[config.mk]
export PLATFORM = sky130hd
export DESIGN_NAME = tri_counter_timer
export DESIGN_NICKNAME = d
export VERILOG_FILES = /design/src/rtl/tct_pkg.sv /design/src/rtl/tct_prescaler.sv /design/src/rtl/tct_channel.sv /design/src/rtl/tct_rd_merge.sv /design/src/rtl/tri_counter_timer.sv
export SDC_FILE = /design/constraint.sdc
export NUM_CORES = 1
export LEC_CHECK = 0
export ABC_AREA = 0
export BUFFER_PORTS_ARGS = -buffer_cell sky130_fd_sc_hd__clkbuf_2
export CAP_MARGIN = 20
export CORE_ASPECT_RATIO = 1.1
export CORE_UTILIZATION = 62
export CTS_CLUSTER_DIAMETER = 50
export DETAILED_ROUTE_END_ITERATION = 8
export PLACE_DENSITY = 0.93
export SLEW_MARGIN = 20
export SYNTH_ARGS = -nofsm -noshare
export SYNTH_HDL_FRONTEND = slang
export SYNTH_HIERARCHICAL = 1
export SYNTH_SLANG_ARGS = --single-unit
[constraint.sdc]
create_clock -name clk -period 4.9 [get_ports clk]
set_input_delay 0.735 -clock clk [delete_from_list [all_inputs] [get_ports clk]]
set_output_delay 0.735 -clock clk [all_outputs]
set_load 0.005 [all_outputs]
[src/rtl/tct_pkg.sv]
package tct_pkg;

    localparam int unsigned REG_W    = 32;
    localparam int unsigned EXP_W    = 4;
    localparam int unsigned STRIDE   = 4;

    localparam int unsigned BASE_CLK  = 'h00;
    localparam int unsigned BASE_CCTL = 'h0C;
    localparam int unsigned BASE_CNT  = 'h18;
    localparam int unsigned BASE_IVL  = 'h24;
    localparam int unsigned BASE_ISR  = 'h54;
    localparam int unsigned BASE_IER  = 'h60;

    localparam int unsigned RESTART_BIT = 4;

    typedef enum logic [2:0] {
        SEL_NONE,
        SEL_CLK,
        SEL_CCTL,
        SEL_CNT,
        SEL_IVL,
        SEL_ISR,
        SEL_IER
    } reg_sel_e;

    typedef struct packed {
        logic             src;
        logic [EXP_W-1:0] exp;
        logic             pre_en;
    } clk_ctl_t;

    typedef struct packed {
        logic ivl_mode;
        logic stop;
    } cnt_ctl_t;

    function automatic reg_sel_e decode_sel(input int unsigned a, input int unsigned idx);
        reg_sel_e s;
        s = SEL_NONE;
        if (a == BASE_CLK  + STRIDE * idx) s = SEL_CLK;
        if (a == BASE_CCTL + STRIDE * idx) s = SEL_CCTL;
        if (a == BASE_CNT  + STRIDE * idx) s = SEL_CNT;
        if (a == BASE_IVL  + STRIDE * idx) s = SEL_IVL;
        if (a == BASE_ISR  + STRIDE * idx) s = SEL_ISR;
        if (a == BASE_IER  + STRIDE * idx) s = SEL_IER;
        return s;
    endfunction

endpackage

[src/rtl/tct_prescaler.sv]
module tct_prescaler
    import tct_pkg::*;
#(
    parameter int unsigned XW = EXP_W
) (
    input  logic          clk,
    input  logic          rst,
    input  logic          run,
    input  logic          pre_en,
    input  logic [XW-1:0] exp_n,
    input  logic          clr,
    output logic          tick
);
    localparam int unsigned DIV_W = 2 ** XW;

    logic [DIV_W-1:0] phase_q;
    logic [DIV_W:0]   span;
    logic [DIV_W-1:0] last_phase;

    always_comb begin
        span       = (DIV_W + 1)'(1) << (32'(exp_n) + 32'd1);
        last_phase = DIV_W'(span - 1'b1);
        tick       = run && (!pre_en || (phase_q >= last_phase));
    end

    always_ff @(posedge clk) begin
        if (rst || clr) begin
            phase_q <= '0;
        end else if (!pre_en) begin
            phase_q <= '0;
        end else if (run) begin
            phase_q <= tick ? '0 : phase_q + 1'b1;
        end
    end

    // with the prescaler on, the division is at least two, so two ticks never sit back to back
    a_r3_tick_spacing: assert property (@(posedge clk) disable iff (rst)
        (tick && pre_en && !clr) |=> (!tick || !pre_en));

endmodule

[src/rtl/tct_channel.sv]
module tct_channel
    import tct_pkg::*;
#(
    parameter int unsigned CNT_W  = 16,
    parameter int unsigned ADDR_W = 8,
    parameter int unsigned IDX    = 0
) (
    input  logic              clk,
    input  logic              rst,
    input  logic              wr_en,
    input  logic              rd_en,
    input  logic [ADDR_W-1:0] addr,
    input  logic [REG_W-1:0]  wdata,
    output logic [REG_W-1:0]  rdata,
    output logic              irq
);
    localparam int unsigned CLK_W  = $bits(clk_ctl_t);
    localparam int unsigned CCTL_W = $bits(cnt_ctl_t);

    reg_sel_e   sel;
    clk_ctl_t   clk_q;
    cnt_ctl_t   cctl_q;
    logic [CNT_W-1:0] cnt_q;
    logic [CNT_W-1:0] ivl_q;
    logic       isr_q;
    logic       ier_q;

    logic       tick;
    logic       restart_wr;
    logic       at_limit;
    logic       evt;
    logic       isr_ack;

    always_comb begin
        sel        = decode_sel(32'(addr), IDX);
        restart_wr = wr_en && (sel == SEL_CCTL) && wdata[RESTART_BIT];
        isr_ack    = rd_en && (sel == SEL_ISR);
        at_limit   = cctl_q.ivl_mode && (cnt_q == ivl_q);
        evt        = tick && at_limit;
    end

    tct_prescaler #(.XW(EXP_W)) u_pre (
        .clk    (clk),
        .rst    (rst),
        .run    (!cctl_q.stop),
        .pre_en (clk_q.pre_en),
        .exp_n  (clk_q.exp),
        .clr    (restart_wr),
        .tick   (tick)
    );

    always_ff @(posedge clk) begin
        if (rst) begin
            clk_q  <= '0;
            cctl_q <= '{ivl_mode: 1'b0, stop: 1'b1};
            ivl_q  <= '1;
            ier_q  <= 1'b0;
        end else if (wr_en) begin
            case (sel)
                SEL_CLK:  clk_q  <= clk_ctl_t'(wdata[CLK_W-1:0]);
                SEL_CCTL: cctl_q <= cnt_ctl_t'(wdata[CCTL_W-1:0]);
                SEL_IVL:  ivl_q  <= wdata[CNT_W-1:0];
                SEL_IER:  ier_q  <= wdata[0];
                default:  ;
            endcase
        end
    end

    always_ff @(posedge clk) begin
        if (rst || restart_wr) begin
            cnt_q <= '0;
        end else if (tick) begin
            cnt_q <= at_limit ? '0 : cnt_q + 1'b1;
        end
    end

    always_ff @(posedge clk) begin
        if (rst) begin
            isr_q <= 1'b0;
        end else if (evt) begin
            isr_q <= 1'b1;
        end else if (isr_ack) begin
            isr_q <= 1'b0;
        end
    end

    always_comb begin
        rdata = '0;
        case (sel)
            SEL_CLK:  rdata[CLK_W-1:0]  = clk_q;
            SEL_CCTL: rdata[CCTL_W-1:0] = cctl_q;
            SEL_CNT:  rdata[CNT_W-1:0]  = cnt_q;
            SEL_IVL:  rdata[CNT_W-1:0]  = ivl_q;
            SEL_ISR:  rdata[0]          = isr_q;
            SEL_IER:  rdata[0]          = ier_q;
            default:  rdata = '0;
        endcase
    end

    assign irq = isr_q & ier_q;

    // a stopped counter holds its count unless it is restarted
    a_r4_stop_holds: assert property (@(posedge clk) disable iff (rst)
        (cctl_q.stop && !restart_wr) |=> (cnt_q == $past(cnt_q)));

    // a restart write leaves the count at zero
    a_r5_restart_zero: assert property (@(posedge clk) disable iff (rst)
        restart_wr |=> (cnt_q == '0));

    // an interval event returns the count to zero and raises the flag
    a_r7_event_wraps: assert property (@(posedge clk) disable iff (rst)
        (evt && !restart_wr) |=> (cnt_q == '0 && isr_q));

    // an acknowledge with no competing event clears the flag
    a_r8_ack_clears: assert property (@(posedge clk) disable iff (rst)
        (isr_ack && !evt) |=> !isr_q);

    // a free-running wrap never raises the flag
    a_r6_free_wrap_silent: assert property (@(posedge clk) disable iff (rst)
        (!cctl_q.ivl_mode && !isr_q) |=> !isr_q);

endmodule

[src/rtl/tct_rd_merge.sv]
module tct_rd_merge
    import tct_pkg::*;
#(
    parameter int unsigned N = 3
) (
    input  logic [N*REG_W-1:0] lanes,
    input  logic [N-1:0]       lane_hit,
    output logic [REG_W-1:0]   rdata
);
    always_comb begin
        rdata = '0;
        for (int i = 0; i < N; i++) begin
            rdata = rdata | lanes[i*REG_W +: REG_W];
        end
    end

    // no two timers ever answer the same address
    always_comb begin
        a_r2_one_bank: assert ($onehot0(lane_hit));
    end

endmodule

[src/rtl/tri_counter_timer.sv]
module tri_counter_timer
    import tct_pkg::*;
#(
    parameter int unsigned NUM_TMR = 3,
    parameter int unsigned CNT_W   = 16,
    parameter int unsigned ADDR_W  = 8
) (
    input  logic               clk,
    input  logic               rst,
    input  logic               wr_en,
    input  logic               rd_en,
    input  logic [ADDR_W-1:0]  addr,
    input  logic [REG_W-1:0]   wdata,
    output logic [REG_W-1:0]   rdata,
    output logic [NUM_TMR-1:0] irq
);
    logic [NUM_TMR*REG_W-1:0] lanes;
    logic [NUM_TMR-1:0]       hit;

    for (genvar k = 0; k < NUM_TMR; k++) begin : g_tmr
        tct_channel #(
            .CNT_W  (CNT_W),
            .ADDR_W (ADDR_W),
            .IDX    (k)
        ) u_ch (
            .clk    (clk),
            .rst    (rst),
            .wr_en  (wr_en),
            .rd_en  (rd_en),
            .addr   (addr),
            .wdata  (wdata),
            .rdata  (lanes[k*REG_W +: REG_W]),
            .irq    (irq[k])
        );
        assign hit[k] = (decode_sel(32'(addr), k) != SEL_NONE);
    end

    tct_rd_merge #(.N(NUM_TMR)) u_merge (
        .lanes    (lanes),
        .lane_hit (hit),
        .rdata    (rdata)
    );

endmodule

After elaboration in Yosys (flattened, before gate mapping) --
Cells that the tools add are included.
Operators by class: add/subtract/negate cells 12, order comparisons 3, eq/ne operators 38, shifts and indexed selects 3, multiplexer cells 42, bitwise gates (word level) 8, reductions and logical operators 49
Operators with widths (count):
- adder 16 x 1 -> 16 bit (second input constant) | 6
- 2-to-1 mux 16 bit | 6
- one-hot mux 10 bit (2 select lines) | 3
- equality test 16 bit | 3
- equality test 8 x 7 -> 1 bit (second input constant) | 6
- greater-or-equal comparator 16 bit | 3
- << shifter 1 x 5 -> 16 bit (first input constant) | 3
- subtractor 16 x 1 -> 16 bit (second input constant) | 3
- one-hot mux 4 bit (3 select lines) | 3
- equality test 8 x 5 -> 1 bit (second input constant) | 4
- equality test 8 x 6 -> 1 bit (second input constant) | 4
- bitwise OR 16 bit | 2
- equality test 3 bit (second input constant) | 9
- 2-to-1 mux 3 bit | 9
- AND reduction 2 bit | 12
- equality test 3 x 2 -> 1 bit (second input constant) | 6
- logical AND 1 bit | 18
- one-hot mux 1 bit (6 select lines) | 3
- equality test 8 x 4 -> 1 bit (second input constant) | 2
- adder 4 x 1 -> 5 bit (second input constant) | 3
- 2-to-1 mux 2 bit | 6
- one-hot mux 1 bit (4 select lines) | 3
- equality test 3 x 1 -> 1 bit (second input constant) | 3
- 2-to-1 mux 1 bit | 9
- 8 further kinds | 26
Word-level totals: register bits 174, bits of input ports 44, output and inout port bits 35, word-level logic and storage cells 185

Logic depth before layout (Yosys ltp) --
depth in word-level cells 12, depth in mapped cells 21, mapped depth without buffers 17

Modules after synthesis --
The synthesis kept the hierarchy.
By module, submodules not included:
- tct_prescaler (g_tmr[0].u_ch.u_pre ...) | instances 2, cells each 162, area each 1303.8 um^2, sequential area each 320.3 um^2
- tct_channel (g_tmr[1].u_ch) | instances 1, cells each 289, area each 2397.3 um^2, sequential area each 840.8 um^2
- tct_channel (g_tmr[2].u_ch) | instances 1, cells each 283, area each 2343.5 um^2, sequential area each 840.8 um^2
- tct_channel (g_tmr[0].u_ch) | instances 1, cells each 280, area each 2329.7 um^2, sequential area each 840.8 um^2
- tct_prescaler (g_tmr[2].u_ch.u_pre) | instances 1, cells each 178, area each 1383.8 um^2, sequential area each 320.3 um^2
- tri_counter_timer | instances 1, cells each 28, area each 207.7 um^2, sequential area each 0.0 um^2
- tct_rd_merge | instances 1, cells each 32, area each 200.2 um^2, sequential area each 0.0 um^2

Worst setup path before layout --
OpenSTA, ideal clock, no wires.
kind reg-to-reg, start register g_tmr[0].u_ch/clk_q[1] in the netlist's numbering, end register g_tmr[0].u_ch.cnt_q[10], setup time 132 ps, arrival time 4373 ps, required time 4768 ps, slack 395 ps, stages on the path, launching flop included 20, buffers on the path 4, clock period less this slack 4505 ps, cell sequence dfxtp_1 or4_1 ha_1 clkbuf_1 inv_1 and2_1 a21oi_1 nor2_1 a31oi_1 ha_1 nand4_1 nor3_2 or4b_4 a31oi_4 buf_6 clkbuf_1 nand2_1 nor4_2 buf_2 nor3_1
On the way: cells in the longest elaborated chain, start to end 6
Ends and longest elaborated chain:
- from (decl) | RTL line tct_channel.sv:21 | clk_ctl_t clk_q;
- from (signal assigned) | RTL line tct_channel.sv:60 | SEL_CLK: clk_q <= clk_ctl_t'(wdata[CLK_W-1:0]);
- adder 4 x 1 -> 5 bit | RTL line tct_prescaler.sv:21 | span = (DIV_W + 1)'(1) << (32'(exp_n) + 32'd1);
- << shifter 1 x 5 -> 16 bit | RTL line tct_prescaler.sv:21
- subtractor 16 x 1 -> 16 bit | RTL line tct_prescaler.sv:22 | last_phase = DIV_W'(span - 1'b1);
- greater-or-equal comparator 16 bit | RTL line tct_prescaler.sv:23 | tick = run && (!pre_en || (phase_q >= last_phase));
- logical OR 1 bit | RTL line tct_prescaler.sv:23
- logical AND 1 bit | RTL line tct_prescaler.sv:23
- named net g_tmr[0].u_ch.tick | RTL line tct_channel.sv:28 | logic tick;
- to (signal assigned) | RTL line tct_channel.sv:73 | cnt_q <= at_limit ? '0 : cnt_q + 1'b1;
- to (decl) | RTL line tct_channel.sv:23 | logic [CNT_W-1:0] cnt_q;
The timed path passes the listed nets, and every way through them passes these cells. A chain may end at the register's enable or synchronous reset.

Worst setup path in the final report --
Same ends and word-level chain as after synthesis.

==> flow_metrics.tcl <==
set metrics [dict create \
    multi_input_area_mm2 0.00710 \
    fillers 1320 \
    drt-vias-per-instance 6.30 \
    slew_headroom 0.220 \
    path_max_fanout 11 \
    drt_iter0_drc 1039 \
    clk_pin_slew_ps 80 \
    gp_congestion 0.959 \
    clockBufferDepth 2 \
    worstMarginPinSlew_ps 1170 \
    power_density_mw_per_mm2 241 \
    vdd_drop_max_mv 0.227 \
    finalCriticalPeriod_ps 4590 \
    cts_tree "built" \
    core_area_mm2 0.0177 \
    grt.overflow.total 0 \
    ant_nets 0 \
    seqCellArea_mm2 0.00348 \
    numCtsBuffers 17 \
    htree_levels 4 \
    cts_root_buf "clkbuf_16" \
    final-setup-viol-count 0 \
    crit_arrival_ps 4900 \
    antenna_found_initial 0 \
    clock_latency_ps 440 \
    grt_pass1_vias 9649 \
    status "finished clean" \
    hp-class "flip-flop to flip-flop" \
    finalNetCount 1496 \
    tns_ps 0 \
    synth_area_per_cell_um2 8.13 \
    setup_ws_ps 311 \
    dieArea_mm2 0.0187 \
    max_cap_violations 0 \
    die_x_um 131 \
    ys_warn_count 6 \
    track_usage 0.309 \
    start_kind "flip-flop" \
    io_buffers 46 \
    synth_area_mm2 0.0113 \
    wirelength_um 29000 \
    drc 0 \
    clock_skew_ps 11.4 \
    fmax_mhz 218 \
    layout_commonest_cell "nand2_1" \
    finalHoldViolCount 0 \
    place_hpwl_um 19700 \
    grt_setup_unrepaired "false" \
    antenna_cells 0 \
    io-pin-count 79 \
    holdBufCountCts 0 \
    post_drt_wl_per_cell_um 17.6 \
    start_util 0.635 \
    slew_viol_final 0 \
    vias 10400 \
    dp_slack_ps 419 \
    grt_pass1_wl_um 46000 \
    fin_crit_sh 0.936 \
    cp.required_ps 5210 \
    critPathKind "flip-flop to flip-flop" \
    grt_max_degree 55 \
    clock_sinks 174 \
    syn_to_final_growth_pct 6.04 \
    synth_cells 1386 \
    die_h_um 143 \
    placementRows 51 \
    layout-drive-gt1-share 0.0881 \
    cp-end-kind "flip-flop" \
    first_pass_iters 8 \
    leakage_nw 5.02 \
    final_cell_mix "nand2_1, dfxtp_1, nor2_1, nor3_1, xor2_1" \
]
-- metal layers --
layer	GRT usage	vias up	share of wire
li1	-	4820	-
met1	0.366	4846	0.40
met2	0.519	562	0.47
met3	0.0596	134	0.078
met4	0.179	0	0.051
met5	0	-	0
-- worst paths after layout --
| path | start | endpoint | slack, ps | depth (start not counted) |
|---|---|---|---|---|
| worst max register to register | g_tmr[0].u_ch/clk_q[1] | g_tmr[0].u_ch/cnt_q[10] | 310 | 17 |
| worst min-delay path | g_tmr[2].u_ch/ivl_q[14] | g_tmr[2].u_ch/ivl_q[14] | 500 | 2 |
| worst min register to register | g_tmr[2].u_ch/ivl_q[14] | g_tmr[2].u_ch/ivl_q[14] | 500 | 2 |
| worst max-delay path | g_tmr[0].u_ch/clk_q[1] | g_tmr[0].u_ch/cnt_q[10] | 310 | 17 |
-- sequential cells by signal (all words and copies together), names as in the netlist --
register,count
g_tmr.u_ch/ivl_q,48
g_tmr.u_ch/cnt_q,48
g_tmr.u_ch/cctl_q,6
g_tmr.u_ch/ier_q,3
g_tmr.u_ch/isr_q,3
g_tmr.u_ch/clk_q,18
g_tmr.u_ch/u_pre/phase_q,48
-- where the power goes --
group	internal (mW)	switching, mW	total [mW]
clock network	0.686	0.659	1.34
logic	0.0366	0.0805	0.117
registers	1.41	0.00138	1.42
-- worst max-delay path, cell delays in order, from the launching register on --
cell and delay [ps]:
dfxtp_1 420, or4_1 610, ha_1 330, inv_1 160, and2_1 200, a21oi_1 90
nor2_1 100, a31oi_1 50, ha_1 290, nand4_1 120, nor3_2 220, or4b_4 510
a31oi_4 370, nand2_1 160, or3_1 410, nor3_1 220, xnor2_1 150, nor3_1 50
-- repair_timing --
item / CTS / global route
endpoints found under the setup margin: 0 / 1
resized for setup: 0 / 0
setup buffers: 0 / 3
-- through the flow --
stage,utilization,power (mW),instance area [um^2],hold WS [ps],cells
floorplan,-,1.54,11400,459,1434
global placement,0.639,1.56,11300,477,1611
detailed placement,0.639,1.56,11300,490,1611
CTS,0.672,2.88,11900,503,1643
global route,0.673,2.95,11900,523,1646
finish,0.673,2.88,11900,505,1646
-- cell type report --
cell class	count	area share
Multi-Input combinational cell	1109	0.595
Sequential cell	174	0.292
Clock buffer	17	0.0356
Timing Repair Buffer	63	0.0300
Tap cell	238	0.0249
Clock inverter	15	0.0137
Inverter	30	0.00943
No activity file was read; power rests on OpenSTA's default activity.
